===== src/rtl/sdspi_pkg.sv =====
// Shared definitions for the SD SPI-mode command issuer.
package sdspi_pkg;
    typedef enum logic [2:0] {
        ST_IDLE,
        ST_SEND,
        ST_SKIP,
        ST_HUNT,
        ST_TAKE,
        ST_FIN
    } issue_state_t;

    localparam logic [7:0] FILL_BYTE   = 8'hFF;
    localparam int         FRAME_BYTES = 7;
endpackage


===== src/rtl/sdspi_crc7.sv =====
// CRC7 generator, fully combinational.
// Polynomial x^7+x^3+1, initial value zero, bits consumed MSB first.
// Assumes DATA_W is small enough to unroll (40 bits here).
module sdspi_crc7 #(
    parameter int DATA_W = 40
) (
    input  logic [DATA_W-1:0] data,
    output logic [6:0]        crc
);
    // Bit-serial division, unrolled over the whole input.
    always_comb begin
        logic [6:0] acc;
        logic       fb;
        acc = '0;
        for (int i = DATA_W - 1; i >= 0; i--) begin
            fb  = acc[6] ^ data[i];
            acc = {acc[5:0], 1'b0};
            if (fb) acc = acc ^ 7'h09;
        end
        crc = acc;
    end
endmodule


===== src/rtl/sdspi_frame_builder.sv =====
// Selects one byte of the command frame.
// Order: filler, command byte, argument bytes (MSB first), CRC byte.
// Assumes IDX_W is 6, so 0x40 | index fits a byte.
module sdspi_frame_builder #(
    parameter int IDX_W = 6,
    parameter int ARG_W = 32,
    parameter int SEL_W = 3
) (
    input  logic [IDX_W-1:0] cmd_index,
    input  logic [ARG_W-1:0] cmd_arg,
    input  logic [SEL_W-1:0] sel,
    output logic [7:0]       frame_byte
);
    localparam int ARG_BYTES = ARG_W / 8;
    localparam int HDR_BYTES = ARG_BYTES + 1;
    localparam int HDR_W     = 8 * HDR_BYTES;

    logic [7:0]       cmd_byte;
    logic [HDR_W-1:0] header;
    logic [6:0]       crc;
    logic [7:0]       hdr_b [HDR_BYTES];

    assign cmd_byte = 8'h40 | 8'(cmd_index);
    assign header   = {cmd_byte, cmd_arg};

    sdspi_crc7 #(.DATA_W(HDR_W)) u_crc (
        .data (header),
        .crc  (crc)
    );

    // Split the header into bytes, most significant first.
    for (genvar g = 0; g < HDR_BYTES; g++) begin : g_hdr
        assign hdr_b[g] = header[HDR_W - 1 - 8*g -: 8];
    end

    // Pick the byte for the current frame position.
    always_comb begin
        if (sel == '0)
            frame_byte = sdspi_pkg::FILL_BYTE;
        else if (int'(sel) <= HDR_BYTES)
            frame_byte = hdr_b[int'(sel) - 1];
        else
            frame_byte = {crc, 1'b1};
    end
endmodule


===== src/rtl/sdspi_rsp_capture.sv =====
// Response byte store with an indexed write port.
// Assumes clear and wr_en are not asserted in the same cycle.
module sdspi_rsp_capture #(
    parameter int NBYTES = 5,
    parameter int IDX_W  = $clog2(NBYTES)
) (
    input  logic                clk,
    input  logic                rst_n,
    input  logic                clear,
    input  logic                wr_en,
    input  logic [IDX_W-1:0]    wr_idx,
    input  logic [7:0]          wr_data,
    output logic [8*NBYTES-1:0] bytes_flat
);
    for (genvar g = 0; g < NBYTES; g++) begin : g_byte
        logic [7:0] q;
        // Hold one response byte; cleared at reset and on each new command.
        always_ff @(posedge clk) begin
            if (!rst_n || clear)
                q <= '0;
            else if (wr_en && wr_idx == IDX_W'(g))
                q <= wr_data;
        end
        assign bytes_flat[8*g +: 8] = q;
    end
endmodule


===== src/rtl/sdspi_cmd_issuer.sv =====
// SD SPI-mode command issuer: sends a 7-byte frame, discards one byte,
// optionally searches for an expected byte, then collects the response.
// Assumes the byte port answers each request with xfer_done at least one
// cycle after the request and never without a request.
module sdspi_cmd_issuer #(
    parameter int TRY_LIMIT = 8
) (
    input  logic        clk,
    input  logic        rst_n,
    input  logic        cmd_start,
    input  logic [5:0]  cmd_index,
    input  logic [31:0] cmd_arg,
    input  logic        rsp_long,
    input  logic        match_en,
    input  logic [7:0]  match_val,
    output logic        xfer_req,
    output logic [7:0]  xfer_tx,
    input  logic        xfer_done,
    input  logic [7:0]  xfer_rx,
    output logic        busy,
    output logic        done,
    output logic        timeout,
    output logic [7:0]  rsp_first,
    output logic [31:0] rsp_word
);
    import sdspi_pkg::*;

    localparam int RSP_MAX = 5;
    localparam int RIDX_W  = $clog2(RSP_MAX);
    localparam int SEL_W   = $clog2(FRAME_BYTES);
    localparam int TRY_W   = $clog2(TRY_LIMIT + 1);
    localparam logic [SEL_W-1:0]  SEL_LAST = SEL_W'(FRAME_BYTES - 1);
    localparam logic [TRY_W-1:0]  TRY_LAST = TRY_W'(TRY_LIMIT - 1);

    issue_state_t      state;
    logic              waiting;
    logic [SEL_W-1:0]  sel;
    logic [TRY_W-1:0]  tries;
    logic [RIDX_W-1:0] ridx;
    logic [RIDX_W-1:0] ridx_last;
    logic [5:0]        idx_q;
    logic [31:0]       arg_q;
    logic              long_q;
    logic              match_q;
    logic [7:0]        val_q;
    logic              to_q;
    logic              accept;
    logic              got;
    logic              hit;
    logic [7:0]        frame_byte;
    logic              cap_wr;
    logic [RIDX_W-1:0] cap_idx;
    logic [8*RSP_MAX-1:0] cap_bytes;

    assign accept    = (state == ST_IDLE) && cmd_start;
    assign got       = waiting && xfer_done;
    assign hit       = (xfer_rx == val_q);
    assign ridx_last = long_q ? RIDX_W'(RSP_MAX - 1) : '0;

    assign busy    = (state != ST_IDLE);
    assign done    = (state == ST_FIN);
    assign timeout = done && to_q;

    assign xfer_req = !waiting && (state == ST_SEND || state == ST_SKIP ||
                                   state == ST_HUNT || state == ST_TAKE);
    assign xfer_tx  = (state == ST_SEND) ? frame_byte : FILL_BYTE;

    sdspi_frame_builder #(.IDX_W(6), .ARG_W(32), .SEL_W(SEL_W)) u_frame (
        .cmd_index  (idx_q),
        .cmd_arg    (arg_q),
        .sel        (sel),
        .frame_byte (frame_byte)
    );

    assign cap_wr  = got && ((state == ST_HUNT && hit) || state == ST_TAKE);
    assign cap_idx = (state == ST_HUNT) ? '0 : ridx;

    sdspi_rsp_capture #(.NBYTES(RSP_MAX), .IDX_W(RIDX_W)) u_cap (
        .clk        (clk),
        .rst_n      (rst_n),
        .clear      (accept),
        .wr_en      (cap_wr),
        .wr_idx     (cap_idx),
        .wr_data    (xfer_rx),
        .bytes_flat (cap_bytes)
    );

    assign rsp_first = cap_bytes[7:0];
    assign rsp_word  = {cap_bytes[15:8], cap_bytes[23:16],
                        cap_bytes[31:24], cap_bytes[39:32]};

    // Track the one outstanding exchange.
    always_ff @(posedge clk) begin
        if (!rst_n)
            waiting <= 1'b0;
        else if (xfer_req)
            waiting <= 1'b1;
        else if (got)
            waiting <= 1'b0;
    end

    // Latch the command when it is accepted.
    always_ff @(posedge clk) begin
        if (!rst_n) begin
            idx_q   <= '0;
            arg_q   <= '0;
            long_q  <= 1'b0;
            match_q <= 1'b0;
            val_q   <= '0;
        end else if (accept) begin
            idx_q   <= cmd_index;
            arg_q   <= cmd_arg;
            long_q  <= rsp_long;
            match_q <= match_en;
            val_q   <= match_val;
        end
    end

    // Command sequencer: frame, turnaround byte, search, collection, finish.
    always_ff @(posedge clk) begin
        if (!rst_n) begin
            state <= ST_IDLE;
            sel   <= '0;
            tries <= '0;
            ridx  <= '0;
            to_q  <= 1'b0;
        end else begin
            case (state)
                ST_IDLE: begin
                    if (accept) begin
                        sel   <= '0;
                        to_q  <= 1'b0;
                        state <= ST_SEND;
                    end
                end
                ST_SEND: begin
                    if (got) begin
                        if (sel == SEL_LAST) state <= ST_SKIP;
                        else                 sel <= sel + 1'b1;
                    end
                end
                ST_SKIP: begin
                    if (got) begin
                        tries <= '0;
                        ridx  <= '0;
                        state <= match_q ? ST_HUNT : ST_TAKE;
                    end
                end
                ST_HUNT: begin
                    if (got) begin
                        if (hit) begin
                            ridx  <= RIDX_W'(1);
                            state <= long_q ? ST_TAKE : ST_FIN;
                        end else if (tries == TRY_LAST) begin
                            to_q  <= 1'b1;
                            state <= ST_FIN;
                        end else begin
                            tries <= tries + 1'b1;
                        end
                    end
                end
                ST_TAKE: begin
                    if (got) begin
                        if (ridx == ridx_last) state <= ST_FIN;
                        else                   ridx  <= ridx + 1'b1;
                    end
                end
                default: state <= ST_IDLE;
            endcase
        end
    end
endmodule


===== config.mk =====
export PLATFORM = sky130hd
export DESIGN_NAME = sdspi_cmd_issuer
export DESIGN_NICKNAME = d
export VERILOG_FILES = /design/src/rtl/sdspi_pkg.sv /design/src/rtl/sdspi_crc7.sv /design/src/rtl/sdspi_frame_builder.sv /design/src/rtl/sdspi_rsp_capture.sv /design/src/rtl/sdspi_cmd_issuer.sv
export SDC_FILE = /design/constraint.sdc
export NUM_CORES = 1
export LEC_CHECK = 0
export BUFFER_PORTS_ARGS = -buffer_cell sky130_fd_sc_hd__buf_2
export CAP_MARGIN = 30
export CORE_MARGIN = 8
export CORE_UTILIZATION = 57
export CTS_BUF_LIST = sky130_fd_sc_hd__clkbuf_8
export CTS_CLUSTER_SIZE = 8
export DETAILED_ROUTE_END_ITERATION = 8
export PLACE_DENSITY = 0.81
export RECOVER_POWER = 50
export SYNTH_ARGS = -nofsm -noshare
export SYNTH_HDL_FRONTEND = slang
export SYNTH_SLANG_ARGS = --single-unit

===== constraint.sdc =====
create_clock -name clk -period 3.85 [get_ports clk]
set_clock_uncertainty 0.05 [all_clocks]
set_input_delay 0.77 -clock clk [delete_from_list [all_inputs] [get_ports clk]]
set_output_delay 0.77 -clock clk [all_outputs]
set_load 0.01 [all_outputs]

==> metrics.md, run 1 <==
| Metric | Value |
|---|---|
| Final nets | 758 |
| Antenna Cells | 0 |
| Num CTS Buffers | 9 |
| Final setup TNS | 0 ns |
| Layout overhead on the synthesized area | 14.9% |
| Largest net degree at the start of global routing | 44 |
| Max Freq | 272 MHz |
| Final min period | 3.67 ns |
| Placed insts | 812 |
| Slowest CP cell | xnor3_2 |
| Reg-to-reg setup timing slack | 0.45 ns |
| Sequential element share of the synthesized area | 37.5% |
| Vias in the first global route | 4573 |
| Remaining antenna violation count | 0 |
| DR vias/cell | 5.50 |
| Commonest cells in the synthesized netlist | nand2_1, dfxtp_1, nor2_1 |
| Failing checks | capacitance limit, slew limit |
| Worst path cell trace | xnor2_2 -> xnor3_2 -> xnor3_1 -> xnor2_1 -> xnor3_1 -> o21ai_1 -> buf_2 |
| Least-Margin Pin Slew | 1.63 ns |
| Most common cell in the synthesized netlist | nand2_1 |
| Number of synthesized register bits | 103 |
| CTS Hold Bufs | 0 |
| Row cnt | 36 |
| Starting Density | 57.6% |
| Total gr overflow | 0 |
| Cell mode on critical path | xnor3_1 |
| Synthesized area | 0.00550 mm^2 |
| H-tree levels | 3 |
| Max_slew headroom | -8.89% |
| Asr flop ratio synth | 0% |
| Die H | 114 um |
| Post-CTS sizing | 0 |
| Crit path buffers/inverters | 1 |
| Syn_area_per_cell | 9.32 um^2 |
| Final wirelength | 14.4 mm |
| Final number of setup-violating endpoints | 0 |
| DR vias | 4552 |
| Core Region | 0.00955 mm^2 |
| Main synth FF type | dfxtp_1 |
| Final Hold Viols | 0 |
| CP Data Required Time | 3.03 ns |
| CP Launch Type | flip-flop |
| Final Slew Violations | 39 |
| Unrepaired setup endpoints after global routing | false |
| Root buffer cell | clkbuf_8 |
| First-pass GRT wire length | 23.4 mm |
| Gr usage total | 22.8% |
| Worst-path clk slew | 0.11 ns |
| WL per Instance | 17.4 um |
| Post-Syn Nets | 658 |
| Hold Path Class | flip-flop to flip-flop |
| Post-route insts no fill | 828 |
| Status | finished with violations |
| Worst skew pair latency | 0.37 ns |
| Post-synthesis cell count | 590 |
| # DRC | 0 |
| Initial antenna violation count | 0 |
| Period utilization | 95.3% |
| Port Buffers | 111 |
| Yosys top cell by area | dfxtp_1 |
| Maximum vdd drop | 0.772 mV |
| Hpwl dp | 11.1 mm |
| Crit path largest cell delay | 0.52 ns |
| Static Leakage | 2.52 nW |
| Kind of critical path | flip-flop to primary output |
| Yosys Warn Count | 0 |
| Worst path top cell family by delay | XOR/XNOR gates |
| Post-CTS Setup Inserts | 0 |
| I/O pins | 112 |
| Top cell type's share of synthesized area | 37.5% |
| Pwr per Cell Area | 640 mW/mm^2 |
| Synth cell types | 50 |
| RePlAce Congestion | 0.903 |
| Synth area leaders | dfxtp_1, nand2_1, mux2i_1 |
| CP arrival | 2.85 ns |
| Die width | 114 um |
| 1st-pass router iterations | 5 |
| Layout cells sized above 1 | 15.5% |
| CTS sink cnt | 103 |
| Max-Cap Viols | 1 |
| Area of the die | 0.0130 mm^2 |
| Setup crit end kind | primary output |
| CP max FO | 4 |
| Starting DRT DRC Count | 281 |
| Post-synth EDFFs | 0 |
| Clock tree buffer depth | 2 |
| CTS tree | yes |
==> power by group <==
part	switching (mW)	internal [mW]	leakage [nW]
clock network	0.405	0.255	0.0995
registers	0.119	1.15	0.838
logic	0.918	1.19	1.59
==> registers in the layout (all words and copies together) (netlist names), 3 cells and up <==
signal          cells
state               3
ridx                3
tries               4
sel                 3
u_cap.g_byte.q     40
idx_q               6
arg_q              32
val_q               8
==> final timing paths <==
kind | start | end | cells past startpoint
worst max register to register | state[0] | arg_q[15] | 5
worst max-delay path | idx_q[2] | xfer_tx[6] | 7
worst min register to register | val_q[6] | val_q[6] | 2
worst min-delay path | val_q[6] | val_q[6] | 2
==> final cells by class <==
class | count | area, um^2
tap | 133 | 166
timing repair buffer | 118 | 551
fill | 850 | 3230
clock inverter | 7 | 71.3
sequential | 103 | 2060
multi-input combinational | 450 | 3310
clock buffer | 9 | 124
inverter | 8 | 30.0
==> through the flow <==
stage / total power [mW] / hold WS (ns) / setup slack (ns) / area (um^2) / utilization [%]
finish: 4.04 / 0.434 / 0.180 / 6320 / 66.2
global route: 4.30 / 0.460 / 0.0326 / 6320 / 66.2
CTS: 4.05 / 0.438 / 0.0642 / 6360 / 66.6
detailed placement: 3.40 / 0.423 / 0.457 / 6160 / 64.6
global placement: 3.35 / 0.415 / 0.539 / 6160 / 64.6
floorplan: 3.01 / 0.403 / 0.743 / 5500 / -
==> worst min-delay path, stage by stage (launching register included) <==
cell,delay [ns]
dfxtp_1,0.33
nand2_1,0.05
a21boi_0,0.06
==> cell families after synthesis <==
logic type,after synthesis,share of synthesized area (%)
AOI/OAI and AO/OA,93,12.2
muxes,49,10.4
DFF,103,37.5
adders and majority gates,8,1.82
xor gates and xnor gates,73,17.2
buffers and inverters,37,2.53
and+or+nand+nor,227,18.4
==> metal layers <==
metal | part of all wire, % | up-vias | track usage, %
li1 | - | 2210 | -
met1 | 42 | 2131 | 26.9
met2 | 46 | 185 | 37.8
met3 | 9.1 | 26 | 8.60
met4 | 2.2 | 0 | 6.12
met5 | 0 | - | 0
==> placed cells by master, fill, tap and decap left out, types with 3 or more instances in the layout <==
master	instances
nand4_1	4
inv_6	3
a21oi_1	9
nand2b_1	3
a21boi_0	52
xor2_1	12
and3_1	3
xnor3_1	13
xnor3_2	3
clkbuf_1	44
o21ai_0	7
buf_4	6
a31oi_1	3
xnor2_1	36
mux2i_1	43
a22oi_1	3
buf_2	68
ha_1	8
and2_0	3
xnor2_2	5
nor2_1	56
dfxtp_1	103
mux4_2	5
xor3_1	4
nand2_1	116
nor3_1	7
nor2b_1	6
inv_1	8
and2_1	4
a211oi_1	3
nand3_1	13
clkbuf_8	9
Power figures use the tool's default switching activity.
==> run 2, diff against run 1 <==
Settings changed: RECOVER_POWER 50 to 25.
==> run 2 against run 1 <==
Net effect: the run now ends clean; hold slack about the same; first-iteration DRC count decreased by 11%; non-clock buffer count is the same; via count barely moved; utilization rose by 0.12 points; largest cell class unchanged.
==> metrics.md, run 2 (synthesis results as in run 1) <==
| Metric | Value |
|---|---|
| Status | complete, no violations |
| H-tree levels | 3 (unchanged) |
| Clock Power Share | 16.4% (about the same) |
| First-pass GRT wire length | 23.4 mm (unchanged) |
| Layout cells sized above 1 | 16.5% (+1.0 points) |
| Maximum vdd drop | 0.770 mV (-0.29%) |
| Kind of critical path | flip-flop to primary output |
| Reg2reg start | state[0] |
| Remaining antenna violation count | 0 (unchanged) |
| Final Hold Viols | 0 (unchanged) |
| Final wirelength | 14.5 mm (+0.31%) |
| CP Launch Type | flip-flop |
| Post-CTS Setup Inserts | 0 (unchanged) |
| Row cnt | 36 (unchanged) |
| Final nets | 758 (unchanged) |
| Register area | 0.00206 mm^2 (unchanged) |
| Fin worst setup slack | 0.155 ns (-0.0245 ns) |
| Layout overhead on the synthesized area | 15.1% |
| Reg with most FFs | u_cap.g_byte.q |
| Static Leakage | 2.55 nW (+1.2%) |
| Worst Reg-to-Reg Cells | 6 (+1) |
| CTS sink cnt | 103 (unchanged) |
| Crit path launch | idx_q[2] |
| GR Util met3 | 8.60% (unchanged) |
| Period utilization | 96.0% (+0.64 points) |
| Num CTS Buffers | 9 (unchanged) |
| Total gr overflow | 0 (unchanged) |
| Biggest regs | u_cap.g_byte.q x40, arg_q x32, val_q x8 |
| CP Data Required Time | 3.03 ns (about the same) |
| Max-Cap Viols | 0 (-1) |
| Starting DRT DRC Count | 251 (-11%) |
| CP arrival | 2.87 ns (+0.02 ns) |
| CP endpoint | xfer_tx[6] |
| DR vias | 4550 (-0.044%) |
| Flop pwr share | 31.4% (about the same) |
| Finished Core Util | 66.3% (+0.12 points) |
| Internal power | 2.60 mW (about the same) |
| Reg-to-reg setup timing slack | 1.38 ns (+0.93 ns) |
| # DRC | 0 (unchanged) |
| Setup crit end kind | primary output |
| Vias in the first global route | 4573 (unchanged) |
| Most frequent cells in the layout | nand2_1, dfxtp_1, buf_2 |
| Max Freq | 271 MHz (-0.66%) |
| Comb power frac | 52.2% (about the same) |
| Die H | 114 um (unchanged) |
| RR Endpoint | u_cap.g_byte[0].q[3] |
| Final setup TNS | 0 ns (unchanged) |
| Top Usage Layer GRT | met2 |
| Worst-path clk slew | 0.11 ns (about the same) |
| Pwr per Cell Area | 640 mW/mm^2 (about the same) |
| Net switching power | 1.45 mW (+0.38%) |
| RePlAce Congestion | 0.903 (unchanged) |
| Met1 Usage GRT | 26.9% (unchanged) |
| DR vias/cell | 5.50 (about the same) |
| Area of the multi-input gates | 0.00331 mm^2 (unchanged) |
| Gr usage total | 22.8% (unchanged) |
| Place WS | 0.457 ns (unchanged) |
| Hold Path Class | flip-flop to flip-flop |
| Largest net degree at the start of global routing | 44 (unchanged) |
| Starting Density | 57.6% (unchanged) |
| CTS tree | yes |
| Root buffer cell | clkbuf_8 |
| Port Buffers | 111 (unchanged) |
| Worst skew pair latency | 0.38 ns (about the same) |
| Cell area after layout | 0.00633 mm^2 (+0.18%) |
| Sw Ratio | 35.7% (+0.076 points) |
| Max reg flops | 40 (unchanged) |
| Final min period | 3.69 ns (+0.0245 ns) |
| Final number of setup-violating endpoints | 0 (unchanged) |
| Antenna Cells | 0 (unchanged) |
| Die width | 114 um (unchanged) |
| CP max FO | 4 (unchanged) |
| Clock tree buffer depth | 2 (unchanged) |
| WL per Instance | 17.5 um (+0.31%) |
| Met2 Resource Use GR | 37.8% (unchanged) |
| Fillers | 843 (-0.82%) |
| 1st-pass router iterations | 5 (unchanged) |
| Least-Margin Pin Slew | 0.850 ns (-0.784 ns) |
| Area of the die | 0.0130 mm^2 (unchanged) |
| Core Region | 0.00955 mm^2 (unchanged) |
| Initial antenna violation count | 0 (unchanged) |
| Final Slew Violations | 0 (-100%) |
| I/O pins | 112 (unchanged) |
| Unrepaired setup endpoints after global routing | false |
| Max_slew headroom | 43.2% (+52 points) |
| Hpwl dp | 11.1 mm (unchanged) |
| Commonest non-fill, non-tap cell in the layout | nand2_1 |
| Post-DP Area | 0.00616 mm^2 (unchanged) |
run 2: how the worst min path moves through the flow:
stage / cells past startpoint / to / start / slack (ns)
2_1_floorplan: 2 / arg_q[13] / arg_q[13] / 0.40
3_3_place_gp: 2 / val_q[6] / val_q[6] / 0.41
3_5_place_dp: 2 / val_q[4] / val_q[4] / 0.42
4_1_cts: 2 / val_q[4] / val_q[4] / 0.44
5_1_grt: 2 / val_q[6] / val_q[6] / 0.46
6_report: 2 / val_q[6] / val_q[6] / 0.43
run 2: layout make-up:
cell class                 instances  area share [%]
multi-input combinational        450            52.4
timing repair buffer             118            8.88
tap                              133            2.63
sequential                       103            32.6
inverter                           8           0.474
clock buffer                       9            1.96
clock inverter                     7            1.13
run 2: power groups by stage:
stage | Sequential, mW | Clock (mW) | Combinational, mW
3_5_place_dp | 1.29 | 0 | 2.11
6_report | 1.27 | 0.664 | 2.11
4_1_cts | 1.27 | 0.674 | 2.11
3_3_place_gp | 1.29 | 0 | 2.06
5_1_grt | 1.29 | 0.721 | 2.29
2_1_floorplan | 1.24 | 0 | 1.77
run 2: metal layers:
metal | vias to the layer above | wire length, um | part of all wire, %
met1 | 2152 | 6250 | 43
met2 | 162 | 6710 | 46
li1 | 2212 | - | -
met5 | - | 0 | 0
met3 | 24 | 1210 | 8.3
met4 | 0 | 313 | 2.2
run 2: metrics by stage:
step	hold WS, ns	cells	power, mW
global placement	0.415	812	3.35
finish	0.434	828	4.05
detailed placement	0.423	812	3.40
global route	0.460	828	4.30
CTS	0.438	828	4.05
floorplan	0.403	590	3.01
run 2: worst max-delay path, stage by stage, from the launching register on:
cell and delay (ns):
dfxtp_1 0.43, xnor2_2 0.17, xnor3_2 0.51, xnor3_1 0.40, xnor2_1 0.28, xnor3_1 0.45
o21ai_1 0.12, buf_2 0.15
run 2: repair_timing:
| item | in CTS | in global routing |
|---|---|---|
| resized for setup | 0 | 2 |
| endpoints found under the setup margin | 0 | 1 |
| hold buffers | 0 | 0 |
==> run 3, diff against run 2 <==
Settings changed: ABC_AREA from default to 1, CORE_UTILIZATION 57 to 58, PLACE_DENSITY 0.81 to 0.82.
Clock period 3.85 ns to 4.2 ns, I/O delays scaled along.
==> run 3 against run 2 <==
Net effect: critical path type unchanged; via count grew 33%; critical path depth is 18 higher; global-route usage is 0.73 points higher; cell area increased by 5.9%; largest power group unchanged; sequential power about the same; sequential cell count unchanged; utilization is 2.0 points higher; non-clock buffer count shrank 3; critical endpoint is now xfer_tx[2].
==> metrics.md, run 3 <==
| Metric | Value |
|---|---|
| I/O pins | 112 (unchanged) |
| DR vias | 6059 (+33%) |
| Net switching power | 3.32 mW (+130%) |
| Final Hold Viols | 0 (unchanged) |
| Fillers | 964 (+14%) |
| Row cnt | 36 (unchanged) |
| Flop pwr share | 20.8% (-11 points) |
| Hold Path Class | flip-flop to flip-flop |
| Worst-path clk slew | 0.11 ns (about the same) |
| Setup crit end kind | primary output |
| CP endpoint | xfer_tx[2] |
| Most frequent cells in the layout | nand2_1, a21oi_1, dfxtp_1 |
| Final number of setup-violating endpoints | 0 (unchanged) |
| CP Data Required Time | 3.31 ns (+0.28 ns) |
| Static Leakage | 2.93 nW (+15%) |
| Levels on crit path | 25 (+18) |
| Reg2reg start | state[1] |
| CTS tree | yes |
| Vias in the first global route | 5252 (+15%) |
| Post-Syn Nets | 964 (+47%) |
| Number of synthesized register bits | 103 (unchanged) |
| Status | complete, no violations |
| Slowest CP cell | dfxtp_1 |
| Max_slew headroom | 43.5% (+0.23 points) |
| Yosys Warn Count | 0 (unchanged) |
| Unrepaired setup endpoints after global routing | false |
| Final min period | 3.83 ns |
| Reg with most FFs | u_cap.g_byte.q |
| Antenna Cells | 0 (unchanged) |
| Placed insts | 1117 (+38%) |
| Least-Margin Pin Slew | 0.842 ns (-0.00776 ns) |
| Layout overhead on the synthesized area | 13.8% |
| Worst path top cell family by delay | simple AND/OR/NAND/NOR gates |
| Final nets | 1063 (+40%) |
| Internal power | 2.78 mW (+7.0%) |
| Clock tree buffer depth | 2 (unchanged) |
| Worst skew pair latency | 0.37 ns (about the same) |
| Synth cell types | 38 (-24%) |
| Hold Crit Start | u_cap.g_byte[0].q[7] |
| # DRC | 0 (unchanged) |
| Pwr per Cell Area | 910 mW/mm^2 (+42%) |
| Max reg flops | 40 (unchanged) |
| Yosys top cell by area | dfxtp_1 |
| Crit path launch | idx_q[3] |
| Worst Reg-to-Reg Cells | 11 (+5) |
| CP arrival | 2.94 ns (+0.07 ns) |
| Cell area after layout | 0.00670 mm^2 (+5.9%) |
| Biggest regs | u_cap.g_byte.q x40, arg_q x32, val_q x8 |
| Post-route insts no fill | 1133 (+37%) |
| Synth area leaders | dfxtp_1, nand2_1, a21oi_1 |
| Kind of critical path | flip-flop to primary output |
| Num CTS Buffers | 9 (unchanged) |
| Post-synthesis cell count | 896 (+52%) |
| Post-DP Area | 0.00654 mm^2 (+6.0%) |
| Starting DRT DRC Count | 529 (+110%) |
| 1st-pass router iterations | 6 (+1) |
| Main synth FF type | dfxtp_1 |
| Area of the die | 0.0136 mm^2 (+4.6%) |
| Top cell type's share of synthesized area | 35.0% (-2.5 points) |
| Fin worst setup slack | 0.365 ns (+0.210 ns) |
| Final setup TNS | 0 ns (unchanged) |
| Root buffer cell | clkbuf_8 |
| Clock Power Share | 11.0% (-5.4 points) |
| CTS sink cnt | 103 (unchanged) |
| Die H | 117 um (+2.3%) |
| Sequential element share of the synthesized area | 35.0% (-2.5 points) |
| First-pass GRT wire length | 25.7 mm (+9.5%) |
| Hold slack final | 0.416 ns (-0.0178 ns) |
| Reg-to-reg setup timing slack | 1.25 ns (-0.13 ns) |
| Max Freq | 261 MHz |
| Die width | 117 um (+2.3%) |
| Largest net degree at the start of global routing | 55 (+25%) |
| Comb power frac | 68.1% (+16 points) |
| Initial antenna violation count | 0 (unchanged) |
| CP max FO | 5 (+1) |
| Commonest cells in the synthesized netlist | nand2_1, a21oi_1, dfxtp_1 |
| H-tree levels | 3 (unchanged) |
| Asr flop ratio synth | 0% (unchanged) |
| Gr usage total | 23.5% (+0.73 points) |
| Starting Density | 60.0% (+2.4 points) |
| Remaining antenna violation count | 0 (unchanged) |
| Final wirelength | 16.1 mm (+11%) |
| Post-synth EDFFs | 0 (unchanged) |
| Most common cell in the synthesized netlist | nand2_1 |
| WL per Instance | 14.2 um (-19%) |
| RePlAce Congestion | 0.914 (+1.2%) |
| CP Launch Type | flip-flop |
| RR Endpoint | u_cap.g_byte[3].q[0] |
| Layout cells sized above 1 | 18.6% (+2.1 points) |
| Final Slew Violations | 0 (unchanged) |
| Total gr overflow | 0 (unchanged) |
| Finished Core Util | 68.3% (+2.0 points) |
| Port Buffers | 111 (unchanged) |
| Crit path buffers/inverters | 5 (+4) |
| Maximum vdd drop | 0.612 mV (-21%) |
| Place WS | 0.625 ns (+0.169 ns) |
| Sw Ratio | 54.4% (+19 points) |
| Commonest non-fill, non-tap cell in the layout | nand2_1 |
| DR vias/cell | 5.35 (-2.7%) |
| Core Region | 0.00982 mm^2 (+2.8%) |
| Syn_area_per_cell | 6.58 um^2 (-29%) |
| Cell mode on critical path | nand2_1 |
| Period utilization | 91.3% |
| Max-Cap Viols | 0 (unchanged) |
| Crit path largest cell delay | 0.44 ns (-0.07 ns) |
| Hpwl dp | 12.4 mm (+11%) |
| Pwr Total | 6.10 mW (+51%) |
| Synthesized area | 0.00589 mm^2 (+7.1%) |
==> run 3: routing by layer <==
| metal | share of wire [%] | track usage (%) |
|---|---|---|
| met1 | 46 | 32.8 |
| met2 | 44 | 36.0 |
| met3 | 8.2 | 4.77 |
| met4 | 1.3 | 6.31 |
| met5 | 0 | 0 |
==> run 3: cell type report <==
class / count / area, um^2 / share of cell area [%]
clock buffers: 9 / 124 / 1.85
repair buffers: 115 / 539 / 8.04
flip-flops and latches: 103 / 2060 / 30.8
inverters: 111 / 417 / 6.22
clock inverters: 7 / 87.6 / 1.31
well taps: 133 / 166 / 2.48
multi-input cells: 655 / 3310 / 49.3
==> run 3: kinds of logic (layout without fill, tap and decap cells) <==
family	after synthesis	in the layout	share of synthesized area, %
AND/OR/NAND/NOR	433	433	34.2
AO/OA/AOI/OAI	204	204	18.8
buffers and inverters	138	242	8.88
flip-flops	103	103	35.0
XOR/XNOR	10	10	1.49
adder cells (fa/ha/maj)	8	8	1.70
==> run 3: timing repair <==
| item | in CTS | in global routing |
|---|---|---|
| buffers inserted | 0 | 0 |
| hold endpoints to repair | 0 | 0 |
| resized for setup | 0 | 1 |
| endpoints found under the setup margin | 0 | 2 |
| hold buffers | 0 | 0 |
==> run 3: worst min-delay path by stage <==
stage	to	cells after the start
2_1_floorplan	to_q	2
3_3_place_gp	u_cap.g_byte[0].q[6]	2
3_5_place_dp	u_cap.g_byte[0].q[2]	2
4_1_cts	u_cap.g_byte[0].q[5]	2
5_1_grt	u_cap.g_byte[0].q[7]	2
6_report	u_cap.g_byte[0].q[7]	2
==> run 3: worst min-delay path, stage by stage, from the launching register on <==
cell and delay (ns):
dfxtp_1 0.32, nand2_1 0.06, a21oi_1 0.05
==> run 3: power by group through the flow <==
stage	clock, mW	combinational [mW]	sequential (mW)
CTS	0.680	4.11	1.27
finish	0.673	4.16	1.27
detailed placement	0	4.09	1.29
floorplan	0	3.40	1.24
global placement	0	3.98	1.29
global route	0.724	4.75	1.29
